==> src/rtl/xbar_pkg.sv <==
package xbar_pkg;

  typedef enum logic [1:0] {
    ST_IDLE,
    ST_SETTLE,
    ST_CONV,
    ST_RELEASE
  } seq_state_e;

  localparam logic [1:0] DRV_CM   = 2'b00;
  localparam logic [1:0] DRV_REFP = 2'b01;
  localparam logic [1:0] DRV_REFN = 2'b10;

  function automatic int unsigned group_count(int unsigned cols, int unsigned chans);
    return (cols + chans - 1) / chans;
  endfunction

  function automatic int unsigned col_group(int unsigned col, int unsigned chans);
    return col / chans;
  endfunction

  function automatic int unsigned col_chan(int unsigned col, int unsigned chans);
    return col % chans;
  endfunction

endpackage

==> src/rtl/xbar_row_drive.sv <==
module xbar_row_drive
  import xbar_pkg::*;
#(
  parameter int ROWS = 25
) (
  input  logic              en,
  input  logic [ROWS-1:0]   vec,
  output logic [2*ROWS-1:0] pos_code,
  output logic [2*ROWS-1:0] neg_code
);

  for (genvar r = 0; r < ROWS; r++) begin : g_row
    assign pos_code[2*r +: 2] = (en && vec[r]) ? DRV_REFP : DRV_CM;
    assign neg_code[2*r +: 2] = (en && vec[r]) ? DRV_REFN : DRV_CM;
  end

endmodule

==> src/rtl/xbar_settle_timer.sv <==
module xbar_settle_timer #(
  parameter int W = 16
) (
  input  logic         clk,
  input  logic         rst_n,
  input  logic         load,
  input  logic [W-1:0] load_val,
  input  logic         run,
  output logic         expired
);

  logic [W-1:0] cnt_q;

  always_ff @(posedge clk) begin
    if (!rst_n)                     cnt_q <= '0;
    else if (load)                  cnt_q <= load_val;
    else if (run && cnt_q != '0)    cnt_q <= cnt_q - W'(1);
  end

  assign expired = (cnt_q == '0);

  // the settle window shrinks by one per running cycle
  p_count_down_r3: assert property (@(posedge clk) disable iff (!rst_n)
    (run && !load && cnt_q != '0) |=> (cnt_q == $past(cnt_q) - W'(1)));

  // an idle timer keeps its value
  p_hold_idle_r6: assert property (@(posedge clk) disable iff (!rst_n)
    (!run && !load) |=> $stable(cnt_q));

endmodule

==> src/rtl/xbar_result_buf.sv <==
module xbar_result_buf
  import xbar_pkg::*;
#(
  parameter int COLS  = 25,
  parameter int CHANS = 10,
  parameter int ADC_W = 12,
  parameter int GRP_W = 2
) (
  input  logic                   clk,
  input  logic                   rst_n,
  input  logic                   cap,
  input  logic [GRP_W-1:0]       grp,
  input  logic [CHANS*ADC_W-1:0] adc_data,
  output logic [COLS*ADC_W-1:0]  result
);

  for (genvar c = 0; c < COLS; c++) begin : g_col
    localparam int unsigned GRP = col_group(c, CHANS);
    localparam int unsigned CH  = col_chan(c, CHANS);
    logic [ADC_W-1:0] word_q;
    logic             hit;

    assign hit = cap && (grp == GRP_W'(GRP));

    always_ff @(posedge clk) begin
      if (!rst_n)   word_q <= '0;
      else if (hit) word_q <= adc_data[CH*ADC_W +: ADC_W];
    end

    assign result[c*ADC_W +: ADC_W] = word_q;
  end

  // without a capture strobe the buffer holds
  p_hold_r7: assert property (@(posedge clk) disable iff (!rst_n)
    !cap |=> $stable(result));

endmodule

==> src/rtl/xbar_readout_seq.sv <==
module xbar_readout_seq
  import xbar_pkg::*;
#(
  parameter int ROWS     = 25,
  parameter int COLS     = 25,
  parameter int CHANNELS = 10,
  parameter int ADC_W    = 12,
  parameter int SETTLE_W = 16,
  localparam int NGRP    = group_count(COLS, CHANNELS),
  localparam int GRP_W   = (NGRP > 1) ? $clog2(NGRP) : 1
) (
  input  logic                      clk,
  input  logic                      rst_n,
  input  logic                      start_i,
  input  logic [ROWS-1:0]           vec_i,
  input  logic [SETTLE_W-1:0]       settle_cycles_i,
  output logic [2*ROWS-1:0]         pos_row_code_o,
  output logic [2*ROWS-1:0]         neg_row_code_o,
  output logic [GRP_W-1:0]          col_grp_o,
  output logic                      adc_start_o,
  input  logic                      adc_done_i,
  input  logic [CHANNELS*ADC_W-1:0] adc_data_i,
  output logic [COLS*ADC_W-1:0]     result_o,
  output logic                      busy_o,
  output logic                      done_o
);

  localparam logic [GRP_W-1:0] LAST_GRP = GRP_W'(NGRP - 1);

  seq_state_e          state_q;
  logic [ROWS-1:0]     vec_q;
  logic [SETTLE_W-1:0] settle_q;
  logic [GRP_W-1:0]    grp_q;
  logic                drive_en_q;
  logic                adc_go_q;
  logic                done_q;

  // named internal events
  logic accept_start;
  logic settle_done;
  logic conv_done;
  logic last_group;
  logic next_group;

  assign accept_start = (state_q == ST_IDLE) && start_i;
  assign conv_done    = (state_q == ST_CONV) && adc_done_i;
  assign last_group   = (grp_q == LAST_GRP);
  assign next_group   = conv_done && !last_group;

  always_ff @(posedge clk) begin
    if (!rst_n) begin
      state_q    <= ST_IDLE;
      vec_q      <= '0;
      settle_q   <= '0;
      grp_q      <= '0;
      drive_en_q <= 1'b0;
      adc_go_q   <= 1'b0;
      done_q     <= 1'b0;
    end else begin
      adc_go_q <= 1'b0;
      unique case (state_q)
        ST_IDLE: if (start_i) begin
          vec_q      <= vec_i;
          settle_q   <= settle_cycles_i;
          grp_q      <= '0;
          drive_en_q <= 1'b1;
          done_q     <= 1'b0;
          state_q    <= ST_SETTLE;
        end
        ST_SETTLE: if (settle_done) begin
          adc_go_q <= 1'b1;
          state_q  <= ST_CONV;
        end
        ST_CONV: if (adc_done_i) begin
          if (last_group) begin
            drive_en_q <= 1'b0;
            state_q    <= ST_RELEASE;
          end else begin
            grp_q   <= grp_q + GRP_W'(1);
            state_q <= ST_SETTLE;
          end
        end
        ST_RELEASE: begin
          done_q  <= 1'b1;
          state_q <= ST_IDLE;
        end
        default: state_q <= ST_IDLE;
      endcase
    end
  end

  xbar_settle_timer #(.W(SETTLE_W)) u_timer (
    .clk      (clk),
    .rst_n    (rst_n),
    .load     (accept_start || next_group),
    .load_val (accept_start ? settle_cycles_i : settle_q),
    .run      (state_q == ST_SETTLE),
    .expired  (settle_done)
  );

  xbar_row_drive #(.ROWS(ROWS)) u_drive (
    .en       (drive_en_q),
    .vec      (vec_q),
    .pos_code (pos_row_code_o),
    .neg_code (neg_row_code_o)
  );

  xbar_result_buf #(
    .COLS(COLS), .CHANS(CHANNELS), .ADC_W(ADC_W), .GRP_W(GRP_W)
  ) u_buf (
    .clk      (clk),
    .rst_n    (rst_n),
    .cap      (conv_done),
    .grp      (grp_q),
    .adc_data (adc_data_i),
    .result   (result_o)
  );

  assign col_grp_o   = grp_q;
  assign adc_start_o = adc_go_q;
  assign busy_o      = (state_q != ST_IDLE);
  assign done_o      = done_q;

  // conversion request is a single-cycle pulse
  p_adc_pulse_r4: assert property (@(posedge clk) disable iff (!rst_n)
    adc_start_o |=> !adc_start_o);

  // group select steady while a conversion is outstanding
  p_grp_steady_r4: assert property (@(posedge clk) disable iff (!rst_n)
    (state_q == ST_CONV && !adc_done_i) |=> $stable(col_grp_o));

  // group index never passes the last group
  p_grp_range_r5: assert property (@(posedge clk) disable iff (!rst_n)
    col_grp_o <= LAST_GRP);

  // release cycle drives common mode while still busy
  p_release_cm_r8: assert property (@(posedge clk) disable iff (!rst_n)
    (state_q == ST_RELEASE) |-> (pos_row_code_o == '0 && neg_row_code_o == '0 && busy_o));

  // done only rises out of the release cycle
  p_done_after_release_r8: assert property (@(posedge clk) disable iff (!rst_n)
    $rose(done_o) |-> ($past(state_q) == ST_RELEASE));

  // busy and done never overlap
  p_busy_done_r9: assert property (@(posedge clk) disable iff (!rst_n)
    !(busy_o && done_o));

  // a start while busy leaves the captured vector alone
  p_ignore_start_r9: assert property (@(posedge clk) disable iff (!rst_n)
    (busy_o && start_i) |=> $stable(vec_q));

  // a stray completion outside conversion captures nothing
  p_stray_done_r10: assert property (@(posedge clk) disable iff (!rst_n)
    (adc_done_i && state_q != ST_CONV) |=> $stable(result_o));

endmodule

==> config.mk <==
export PLATFORM = sky130hd
export DESIGN_NAME = xbar_readout_seq
export DESIGN_NICKNAME = d
export VERILOG_FILES = /design/src/rtl/xbar_pkg.sv /design/src/rtl/xbar_row_drive.sv /design/src/rtl/xbar_settle_timer.sv /design/src/rtl/xbar_result_buf.sv /design/src/rtl/xbar_readout_seq.sv
export SDC_FILE = /design/constraint.sdc
export NUM_CORES = 1
export LEC_CHECK = 0
export ABC_AREA = 1
export BUFFER_PORTS_ARGS = -buffer_cell sky130_fd_sc_hd__buf_2
export CAP_MARGIN = 10
export CORE_AREA = 2 2 220 222
export CTS_CLUSTER_DIAMETER = 40
export DETAILED_ROUTE_END_ITERATION = 10
export DIE_AREA = 0 0 222 224
export PLACE_DENSITY = 0.51
export SETUP_SLACK_MARGIN = 0.15
export SKIP_LAST_GASP = 1
export SYNTH_ARGS = -nofsm -noshare
export SYNTH_HDL_FRONTEND = slang
export SYNTH_SLANG_ARGS = --single-unit
==> constraint.sdc <==
create_clock -name clk -period 3.25 [get_ports clk]
set_input_delay 0.325 -clock clk [delete_from_list [all_inputs] [get_ports clk]]
set_output_delay 0.325 -clock clk [all_outputs]
set_load 0.03 [all_outputs]
Yosys cells after proc, flatten, opt, wreduce, memory -nomap -nowiden
Index checks and enable logic that the tools add are counted.
{"block": "totals", "input_bits": 165, "elab_cells": 162, "ff_bits": 364}
{"block": "classes", "mux": 69, "reduce_logical": 48, "addsub": 2, "n_eq_ne": 10}
{"cell": "two-way mux 2 bit", "count": 32}
{"cell": "two-way mux 16 bit", "count": 3}
{"cell": "logical AND 1 bit", "count": 32}
{"cell": "two-way mux 1 bit", "count": 30}
{"cell": "logical NOT 16 bit", "count": 1}
{"cell": "nonzero test 16 bit", "count": 1}
{"cell": "subtractor 16 x 1 -> 16 bit, second input constant", "count": 1}
{"cell": "inequality test 2 bit, second input constant", "count": 5}
{"cell": "case mux 2 bit (4 select lines)", "count": 1}
{"cell": "AND reduction 4 bit", "count": 2}
{"cell": "nonzero test 2 bit", "count": 4}
{"cell": "== test 2 bit, second input constant", "count": 3}
{"cell": "AND reduction 2 bit", "count": 3}
{"cell": "== test 2 x 1 -> 1 bit, second input constant", "count": 2}
{"cell": "logical NOT 2 bit", "count": 2}
{"cell": "case mux 1 bit (2 select lines)", "count": 2}
{"cell": "case mux 2 bit (2 select lines)", "count": 1}
{"cell": "AND reduction 3 bit", "count": 1}
{"cell": "adder 2 x 1 -> 2 bit, second input constant", "count": 1}
{"cell": "logical NOT 1 bit", "count": 1}
{"cell": "logical OR 1 bit", "count": 1}

Logic depth before layout (Yosys ltp)
Gate-level depths: netlist (run 1).
{"block": "depth", "word_depth": 5, "depth_mapped": 11}

Cells and area by module
Synthesis (run 1) repeated with hierarchy kept, for this count alone.
{"block": "hier_totals", "cells_unflattened": 2520, "area_unflattened_um2": 16488.3}
{"mod": "xbar_result_buf", "cells_per_inst": 1930, "area_each_um2": 12535.8, "instances": 1, "seq_area_each_um2": 6005.8}
{"mod": "xbar_readout_seq", "cells_per_inst": 250, "area_each_um2": 1974.4, "instances": 1, "seq_area_each_um2": 960.9}
{"mod": "xbar_settle_timer", "cells_per_inst": 211, "area_each_um2": 1189.9, "instances": 1, "seq_area_each_um2": 320.3}
{"mod": "xbar_row_drive", "cells_per_inst": 129, "area_each_um2": 788.3, "instances": 1, "seq_area_each_um2": 0.0}

Worst setup path after synthesis (run 1)
No wires, ideal clock.
{"block": "synth_path", "path_type": "register to register", "from": "register grp_q[0], in the netlist col_grp_o[0]", "to": "register u_timer.cnt_q[11]", "arrival_time_ns": 1.583, "setup_slack_ns": 1.557, "period_less_slack_ns": 1.693, "stages_incl_launch_ff": 12, "t_required_ns": 3.140, "path_cell_list": "dfxtp_1 inv_1 ha_1 inv_1 nand2_2 nand2_4 inv_2 buf_6 nand3_1 nand3_1 nand2_1 inv_1"}
{"block": "synth_between", "elab_chain_cells": 5, "word_cells_on_any_way": 6, "classes_between": "eq/ne (1); mux (1); reduce/logical (4)"}
{"item": "start, declared", "line": "xbar_readout_seq.sv:33", "rtl": "logic [GRP_W-1:0] grp_q;"}
{"item": "start signal, assigned", "line": "xbar_readout_seq.sv:79", "rtl": "grp_q <= grp_q + GRP_W'(1);"}
{"item": "== test 2 bit *", "line": "xbar_readout_seq.sv:47", "rtl": "assign last_group = (grp_q == LAST_GRP);"}
{"item": "logical NOT 1 bit *", "line": "xbar_readout_seq.sv:48", "rtl": "assign next_group = conv_done && !last_group;"}
{"item": "logical AND 1 bit *", "line": "xbar_readout_seq.sv:48"}
{"item": "logical OR 1 bit *", "line": "xbar_readout_seq.sv:95", "rtl": ".load (accept_start || next_group),"}
{"item": "two-way mux 16 bit / nonzero test 2 bit (equally long branches)"}
{"item": "end signal, assigned", "line": "xbar_settle_timer.sv:16", "rtl": "else if (load) cnt_q <= load_val;"}
{"item": "end signal, assigned", "line": "xbar_settle_timer.sv:17", "rtl": "else if (run && cnt_q != '0) cnt_q <= cnt_q - W'(1);"}
{"item": "end, declared", "line": "xbar_settle_timer.sv:12", "rtl": "logic [W-1:0] cnt_q;"}
Every way passes the cells marked *; elsewhere a longest branch is shown, timed or not.
A chain may end at the register's enable or synchronous reset.

Final worst setup path (run 1)
{"block": "layout_path", "from": "register drive_en_q", "to": "output neg_row_code_o[31]"}
{"block": "layout_between", "elab_chain_cells": 2}
{"item": "start, declared", "line": "xbar_readout_seq.sv:34", "rtl": "logic drive_en_q;"}
{"item": "start signal, assigned", "line": "xbar_readout_seq.sv:56", "rtl": "drive_en_q <= 1'b0;"}
{"item": "start signal, assigned", "line": "xbar_readout_seq.sv:66", "rtl": "drive_en_q <= 1'b1;"}
{"item": "start signal, assigned", "line": "xbar_readout_seq.sv:76", "rtl": "drive_en_q <= 1'b0;"}
{"item": "logical AND 1 bit", "line": "xbar_row_drive.sv:14", "rtl": "assign neg_code[2*r +: 2] = (en && vec[r]) ? DRV_REFN : DRV_CM;"}
{"item": "two-way mux 2 bit", "line": "xbar_row_drive.sv:14"}
{"item": "end, declared", "line": "xbar_readout_seq.sv:18", "rtl": "output logic [2*ROWS-1:0] neg_row_code_o,"}
No other way between the ends.

==> reports/results.tsv, run 1 <==
metric	value	unit
max_freq	428	MHz
final_nets	2614	
row_count	80	
ant_nets	0	
clkSinkCount	364	
synth.mux.area_fraction	0	
gp_congestion	0.830	
clock-root-buffer	clkbuf_16	
cts_buffers	57	
startpoint_type	register	
status	complete, no violations	
via_per_inst	4.69	
synthCells	1892	
synth_area	14300	um2
cp_max_fo	14	
layout_min_cycle_time	2330	ps
dieArea	49700	um2
reg2reg_slack	1140	ps
synthAdderAreaFrac	0.00349	
drv_cap	0	
finalClockSkew	18.4	ps
grt_overflow_total	0	
drc	0	
yosys_warnings	0	
insertion_delay	600	ps
met2_usage	0.357	
antenna_found_initial	1	
pin_count	570	
cts_tree	yes	
busiest_layer	met2	
drive_gt1_frac	0.265	
fp.dieW	222	um
tightest_slew	866	ps
dp_cells	2875	
ys_ff_latch	364	
cts_hold_buf	126	
finalSetupViolCount	0	
port_buffers	519	
clk_path_buf_depth	3	
grt_pass1_vias	14331	
avgRoutedWirePerCell	17.4	um
final_cell_mix	518 x buf_2, 373 x nand2_1, 364 x dfxtp_1	
worstHoldPathType	input port to register	
max_slew_margin	0.423	
use_met1	0.247	
area_growth	41.1	%
final_max_slew_viol_count	0	
crit_required	2920	ps
layout_commonest_cell	buf_2	
period_share	0.718	
route.vias.total	14600	
path_clk_slew	60	ps
crit_arrival	2010	ps
rsz0062_at_grt	no	
fin_cells	3110	
critPathCaptureType	output pin	
ir_drop	0.422	mV
synth_top_family_by_area	simple AND/OR/NAND/NOR gates	
coreArea	47300	um2
critPathKind	register to output pin	
post-route-util	0.427	
synth_xor_area_frac	0.00245	
cts_resized	0	
whs	24.1	ps
initial_core_util	0.302	
setup-tns-final	0	ps
hold_violations	0	
synthSimpleGateAreaFrac	0.258	
dp_hpwl	35200	um
htreeDepth	2	
die_h	224	um
power.leakage	9.30	nW
synth_compound_area_frac	0.129	
grt_max_degree	128	
use_met3	0.0691	
synth-seq-area-share	0.509	
power_density	636	nW/um2
drt-pass1-iter-count	5	
totalWireLength	54200	um
drt_iter0_markers	888	
grt_pass1_wl	82800	um
postSynthAreaPerCell	7.57	um2
synth.distinct_cells	30	
cts_setup_buffers	0	
grt_use_total	0.210	
## critical path, cell delays in order (launching register included)
cell     delay, ps
dfxtp_1        570
buf_4          280
nand2_1         70
inv_1          240
buf_2          260
## Yosys cell counts
| cell type | number | share of area |
|---|---|---|
| nor3_1 | 1 | 0.00035 |
| inv_2 | 7 | 0.0018 |
| buf_6 | 2 | 0.0016 |
| nand2_2 | 3 | 0.0013 |
| clkbuf_2 | 1 | 0.00035 |
| o21ai_0 | 101 | 0.035 |
| nand4_1 | 2 | 0.00087 |
| xor2_1 | 3 | 0.0018 |
| nand3_2 | 1 | 0.00070 |
| nor4_1 | 1 | 0.00044 |
| dfxtp_1 | 364 | 0.51 |
| nand3_1 | 261 | 0.091 |
| buf_2 | 54 | 0.019 |
| ha_1 | 4 | 0.0035 |
| nand3b_1 | 3 | 0.0016 |
| nor2_2 | 1 | 0.00044 |
| a21oi_1 | 260 | 0.091 |
| nor2_4 | 2 | 0.0016 |
| o21bai_1 | 2 | 0.0010 |
| clkbuf_1 | 84 | 0.022 |
| buf_4 | 78 | 0.041 |
| conb_1 | 1 | 0.00026 |
| a31oi_1 | 1 | 0.00044 |
| inv_1 | 49 | 0.013 |
| or2_2 | 3 | 0.0013 |
| nand2_4 | 2 | 0.0016 |
| o21ai_1 | 4 | 0.0014 |
| nor2_1 | 221 | 0.058 |
| nand2_1 | 375 | 0.098 |
| xnor2_1 | 1 | 0.00061 |
## per-stage QoR
stage | area, um2 | worst slack (ps) | power, mW
detailed placement | 17000 | 1180 | 6.55
global placement | 17000 | 1210 | 6.54
finish | 20200 | 916 | 12.9
CTS | 20200 | 878 | 13.0
global route | 20200 | 789 | 13.4
floorplan | 14500 | 1560 | 6.10
## power by group
| part | switching [mW] | internal [mW] | leakage, nW |
|---|---|---|---|
| Clock | 2.33 | 3.95 | 0.970 |
| Sequential | 0.118 | 4.64 | 2.94 |
| Combinational | 1.25 | 0.582 | 5.38 |
| Total | 3.69 | 9.17 | 9.30 |
## metal layers
metal	vias to the layer above	routed length [um]
li1	7194	-
met1	6747	22000
met5	-	0
met2	566	26000
met3	93	4470
met4	0	1810
## final timing paths
check	startpoint	endpoint	cells after the start
max	drive_en_q	neg_row_code_o[31]	4
min	adc_data_i[36]	u_buf.g_col[23].word_q[0]	3
max reg2reg	state_q[1]	u_buf.g_col[8].word_q[3]	6
min reg2reg	u_buf.g_col[5].word_q[9]	u_buf.g_col[5].word_q[9]	2
## cell type report
| type | instances | area [um2] |
|---|---|---|
| sequential | 364 | 7290 |
| tap | 615 | 769 |
| timing repair buffer | 664 | 4090 |
| inverter | 56 | 218 |
| antenna | 1 | 2.50 |
| fill | 4872 | 27100 |
| multi-input combinational | 1302 | 5850 |
| clock buffer | 74 | 1580 |
| clock inverter | 34 | 415 |
## cell families after synthesis
family / after synthesis
adder cells (fa/ha/maj): 4
buffers and inverters: 275
flip-flops: 364
XOR/XNOR: 4
AO/OA/AOI/OAI: 368
AND/OR/NAND/NOR: 876
other: 1
## sequential cells by signal (all words and copies together) (netlist names)
register	count
drive_en_q	1
u_timer.cnt_q	16
state_q	2
col_grp_o	2
adc_start_o	1
u_buf.g_col.word_q	300
vec_q	25
done_o	1
settle_q	16
No activity file was read; power rests on OpenSTA's default activity.
==> run 2: changes to the inputs <==
--- a/config.mk
+++ b/config.mk
@@ -8,11 +8,11 @@
 export ABC_AREA = 1
 export BUFFER_PORTS_ARGS = -buffer_cell sky130_fd_sc_hd__buf_2
 export CAP_MARGIN = 10
-export CORE_AREA = 2 2 220 222
+export CORE_AREA = 2 2 219 221
 export CTS_CLUSTER_DIAMETER = 40
 export DETAILED_ROUTE_END_ITERATION = 10
-export DIE_AREA = 0 0 222 224
-export PLACE_DENSITY = 0.51
+export DIE_AREA = 0 0 221 223
+export PLACE_DENSITY = 0.54
 export SETUP_SLACK_MARGIN = 0.15
 export SKIP_LAST_GASP = 1
 export SYNTH_ARGS = -nofsm -noshare
==> constraint.sdc (replaced) <==
create_clock -name clk -period 2 [get_ports clk]
set_input_delay 0.2 -clock clk [delete_from_list [all_inputs] [get_ports clk]]
set_output_delay 0.2 -clock clk [all_outputs]
set_load 0.03 [all_outputs]
==> run 2 against run 1 <==
Net effect: register-to-register slack got worse by 850 ps; global-route usage rose by 0.20 points; sequential share of layout area fell by 1.4 points; critical path type unchanged; largest cell class unchanged; highest routed layer unchanged.
==> reports/results.tsv, run 2 (synthesis gave the netlist of run 1 again) <==
metric	value	unit	change
status	complete, no violations		
coreArea	47100	um2	-0.42%
totalWireLength	54800	um	+1.0%
max_stage_delay	340	ps	-230 ps
insertion_delay	600	ps	about the same
hold_violations	0		unchanged
startpoint_type	register		
grt_max_degree	97		-24%
row_count	80		unchanged
power_density	999	nW/um2	+57%
gp_congestion	0.859		+3.4%
avgRoutedWirePerCell	17.2	um	-1.3%
drt-pass1-iter-count	5		unchanged
critPathCaptureType	output pin		
power.leakage	9.67	nW	+4.0%
path_cells	buf_8, nand2_1, inv_1, buf_2		
rsz0062_at_grt	yes		
crit_required	1800	ps	-1120 ps
max_freq	571	MHz	
tightest_slew	547	ps	-319 ps
route.vias.total	15050		+3.1%
final_nets	2685		+2.7%
grt_overflow_total	0		unchanged
critical_path.slowest_cell	dfxtp_1		
finalClockSkew	15.7	ps	-2.70 ps
cp_max_fo	26		+12
largest_reg_flops	300		unchanged
ant_nets	0		unchanged
final_max_slew_viol_count	0		unchanged
diodes	0		-1
power	21.0	mW	+63%
dp_hpwl	37100	um	+5.6%
drt_iter0_markers	750		-16%
period_share	0.876		
htreeDepth	2		unchanged
area_growth	46.9	%	
grt_pass1_wl	83600	um	+1.0%
grt_use_total	0.212		+0.00196
critPathKind	register to output pin		
die_h	223	um	-0.45%
worstHoldPathType	input port to register		
layout_commonest_cell	buf_2		
ir_drop	0.728	mV	+72%
finalSetupViolCount	0		unchanged
layout_min_cycle_time	1750	ps	
clk_path_buf_depth	3		unchanged
path_clk_slew	50	ps	about the same
pin_count	570		unchanged
drc	0		unchanged
cts_buffers	59		+3.5%
drv_cap	0		unchanged
cts_tree	yes		
fp.dieW	221	um	-0.45%
initial_core_util	0.304		+0.00128
post-route-util	0.446		+0.0192
antenna_found_initial	0		-1
clkSinkCount	364		unchanged
drive_gt1_frac	0.275		+0.00960
via_per_inst	4.73		+0.75%
cp_num_buf_inv	3		unchanged
crit_family	buffers and inverters		
top_regs	u_buf.g_col.word_q x300, vec_q x25		
final_cell_mix	518 x buf_2, 373 x nand2_1, 364 x dfxtp_1		
clock-root-buffer	clkbuf_16		
regMostFlops	u_buf.g_col.word_q		
port_buffers	519		unchanged
max_slew_margin	0.636		+0.213
grt_pass1_vias	14718		+2.7%
crit_arrival	1550	ps	-460 ps
dieArea	49300	um2	-0.89%
[run 2: routing by layer]
layer  vias to the layer above  share of wire  track usage
met1                      7023           0.40        0.248
met3                       118          0.083       0.0676
met4                         0          0.037       0.0868
met2                       565           0.48        0.360
li1                       7344              -            -
met5                         -              0            0
[run 2: area by class of cell]
cell class,count,area (um2)
inverters,56,220
fillers,4741,26100
flip-flops and latches,364,7290
multi-input cells,1303,5870
repair buffers,732,4890
clock buffers,65,1540
clock inverters,47,463
well taps,615,769
[run 2: what timing repair did]
| item | in CTS | in global routing |
|---|---|---|
| hold buffers | 162 | 0 |
| buffers inserted | 5 | 2 |
| gates resized for setup | 1 | 7 |
| endpoints found under the setup margin | 63 | 70 |
| hold endpoints to repair | 342 | 0 |
| cloned | 1 | 0 |
| pin swaps | 1 | 1 |
[run 2: metrics by stage]
| step | std cells | setup WS (ps) | TNS (ps) | hold slack, ps | instance area, um2 |
|---|---|---|---|---|---|
| global route | 3182 | 129 | 0 | 91.0 | 21000 |
| detailed placement | 2900 | -110 | -5190 | 450 | 17300 |
| CTS | 3180 | 114 | 0 | 32.8 | 21000 |
| global placement | 2900 | -17.3 | -53.3 | 444 | 17300 |
| finish | 3182 | 248 | 0 | 76.3 | 21000 |
| floorplan | 1941 | 307 | 0 | 335 | 14500 |
[run 2: worst paths after layout]
check / startpoint / to / slack, ps / cells past startpoint
hold reg to reg: u_buf.g_col[3].word_q[7] / u_buf.g_col[3].word_q[7] / 450 / 2
setup reg to reg: state_q[1] / u_buf.g_col[8].word_q[4] / 290 / 8
hold / removal: rst_n / settle_q[12] / 80 / 3
setup / recovery: drive_en_q / neg_row_code_o[33] / 250 / 4
[run 2: power breakdown]
group	total [mW]	switching [mW]	internal, mW
clock	10.1	4.02	6.11
combinational	3.17	2.06	1.10
sequential	7.72	0.182	7.54
total	21.0	6.26	14.8
[run 2: tightest hold or removal path, delay by kind of cell]
family                 cells  cell delay [ps]
buffers and inverters      2              290
AND/OR/NAND/NOR            1              130
==> run 3: changes to the inputs <==
--- a/config.mk
+++ b/config.mk
@@ -8,11 +8,11 @@
 export ABC_AREA = 1
 export BUFFER_PORTS_ARGS = -buffer_cell sky130_fd_sc_hd__buf_2
 export CAP_MARGIN = 10
-export CORE_AREA = 2 2 219 221
+export CORE_AREA = 3 3 221 223
 export CTS_CLUSTER_DIAMETER = 40
 export DETAILED_ROUTE_END_ITERATION = 10
-export DIE_AREA = 0 0 221 223
-export PLACE_DENSITY = 0.54
+export DIE_AREA = 0 0 224 226
+export PLACE_DENSITY = 0.51
 export SETUP_SLACK_MARGIN = 0.15
 export SKIP_LAST_GASP = 1
 export SYNTH_ARGS = -nofsm -noshare
==> constraint.sdc (replaced) <==
create_clock -name clk -period 2.1 [get_ports clk]
set_input_delay 0.21 -clock clk [delete_from_list [all_inputs] [get_ports clk]]
set_output_delay 0.21 -clock clk [all_outputs]
set_load 0.03 [all_outputs]
==> run 3 against run 2 <==
Net effect: non-clock buffer count is 7 lower; sequential share of layout area rose by 0.27 points; critical path depth is the same; worst hold slack lost 29 ps; wire length grew 3.2%; combinational power shrank 5%; largest power group unchanged; clock skew rose by 5.3 ps; core utilization is essentially flat; critical endpoint is now neg_row_code_o[29]; sequential power down 4.5%; cell area down 0.77%.
==> reports/results.tsv, run 3 (synthesis gave the netlist of run 1 again) <==
metric	value	unit	change
status	complete, no violations		
top_regs	u_buf.g_col.word_q x300, vec_q x25		
rsz0062_at_grt	no		
worstHoldPathType	input port to register		
htreeDepth	2		unchanged
grt_pass1_vias	14930		+1.4%
cp_max_fo	25		-3.8%
avgRoutedWirePerCell	17.9	um	+3.8%
p_seq_frac	0.369		+0.002
final_nets	2675		-0.37%
placed_area	17300	um2	-0.16%
ir_drop	0.603	mV	-17%
r2r-end	u_timer.cnt_q[0]		
nFillCells	4709		-0.67%
cts_tree	yes		
drc	0		unchanged
max_slew_margin	0.531		-0.105
dieArea	50600	um2	+2.7%
port_buffers	519		unchanged
crit_required	1890	ps	+90 ps
final_area	20900	um2	-0.77%
startpoint_type	register		
regMostFlops	u_buf.g_col.word_q		
coreArea	46800	um2	-0.83%
area_growth	45.8	%	
route.vias.total	14940		-0.73%
setup-tns-final	0	ps	unchanged
initial_core_util	0.306		+0.00254
internal-power	14.2	mW	-4.0%
max_freq	554	MHz	
finalClockSkew	21.0	ps	+5.27 ps
drt_iter0_markers	801		+6.8%
dp_hpwl	38400	um	+3.4%
ff2ff_path_depth	10		+2
critPathCaptureType	output pin		
pin_count	570		unchanged
reg2reg_slack	370	ps	+80 ps
fp.dieW	224	um	+1.4%
grt_pass1_wl	84600	um	+1.1%
grt_max_degree	97		unchanged
final_cell_mix	518 x buf_2, 373 x nand2_1, 364 x dfxtp_1		
totalWireLength	56500	um	+3.2%
cts_buffers	57		-3.4%
grt_use_total	0.211		-0.000952
ant_nets	0		unchanged
insertion_delay	610	ps	about the same
p_sw_frac	0.291		-0.00687
finalSetupViolCount	0		unchanged
hold_violations	0		unchanged
p_comb_frac	0.150		about the same
row_count	79		-1.3%
rr_startpoint	col_grp_o[0]		
p_switching	5.82	mW	-7.1%
gp_congestion	0.822		-4.2%
endpoint	neg_row_code_o[29]		
drive_gt1_frac	0.270		-0.00448
layout_min_cycle_time	1810	ps	
period_share	0.860		
tightest_slew	704	ps	+158 ps
crit_start	drive_en_q		
antenna_found_initial	0		unchanged
clk_path_buf_depth	3		unchanged
grt_overflow_total	0		unchanged
crit_arrival	1600	ps	+50 ps
power.leakage	9.63	nW	-0.45%
power_density	957	nW/um2	-4.2%
path_clk_slew	50	ps	about the same
die_h	226	um	+1.3%
drv_cap	0		unchanged
final_max_slew_viol_count	0		unchanged
cts_setup_buffers	0		-5
largest_reg_flops	300		unchanged
clkSinkCount	364		unchanged
via_per_inst	4.72		-0.10%
drt-pass1-iter-count	5		unchanged
critPathKind	register to output pin		
layout_commonest_cell	buf_2		
clock-root-buffer	clkbuf_16		
power.share.clock	0.481		about the same
## run 3: cell count changes in the layout (fill, tap and decap cells not counted), sizes merged
cell         before  now
nor2            225  224
clkinvlp         10    3
inv              74   69
diode             0    1
bufinv            3    6
dlygate4sd3     162  161
clkinv           16   20
buf             570  564
## run 3: how the worst min path moves through the flow
stage                                          from                          to  slack (ps)  cells past startpoint
after floorplan                      adc_data_i[47]  u_buf.g_col[23].word_q[11]         340                      2
after global placement     u_buf.g_col[4].word_q[6]    u_buf.g_col[4].word_q[6]         450                      2
after detailed placement  u_buf.g_col[16].word_q[1]   u_buf.g_col[16].word_q[1]         450                      2
after CTS                                 vec_i[15]                   vec_q[15]           4                      3
after global routing                      vec_i[15]                   vec_q[15]          40                      3
final                                     vec_i[15]                   vec_q[15]          50                      3
## run 3: cell type report
type	instances	area, um2	area share
antenna	1	2.50	0.000120
clock buffer	65	1500	0.0717
clock inverter	42	478	0.0229
inverter	56	218	0.0104
multi-input combinational	1302	5850	0.280
sequential	364	7290	0.349
tap	607	759	0.0364
timing repair buffer	725	4780	0.229
## run 3: metal layers
layer / GRT usage / part of all wire / up-vias / routed length (um)
met2: 0.358 / 0.47 / 558 / 26500
met5: 0 / 0 / - / 0
li1: - / - / 7320 / -
met4: 0.0856 / 0.039 / 0 / 2180
met3: 0.0720 / 0.084 / 126 / 4730
met1: 0.246 / 0.41 / 6936 / 23100
## run 3: repair_timing
action                                  4_1_cts  5_1_grt
hold buffers                                161        0
endpoints found under the setup margin        0        9
gates resized for setup                       0        2
endpoints found under the hold margin       342        0
## run 3: critical path: stages, from the launching register on
cell	delay, ps
dfxtp_1	340
buf_6	220
nand2_1	70
inv_1	140
buf_2	230
## run 3: power by group through the flow
stage                     Clock, mW  Sequential (mW)  Combinational, mW
after global placement            0             7.49               2.72
after floorplan                   0             7.62               1.83
after CTS                      9.85             7.36               2.99
after detailed placement          0             7.50               2.74
final                          9.61             7.37               3.00
after global routing           10.1             7.39               3.32
## run 3: per-stage QoR
stage                util  total power [mW]  hold slack [ps]  setup WS [ps]  cells
CTS                 0.446              20.2             3.81            166   3161
detailed placement  0.370              10.2              450            297   2893
global route        0.446              20.8             39.6            170   3161
finish              0.446              20.0             46.8            294   3162
floorplan               -              9.44              345            407   1941
global placement    0.370              10.2              445            351   2893
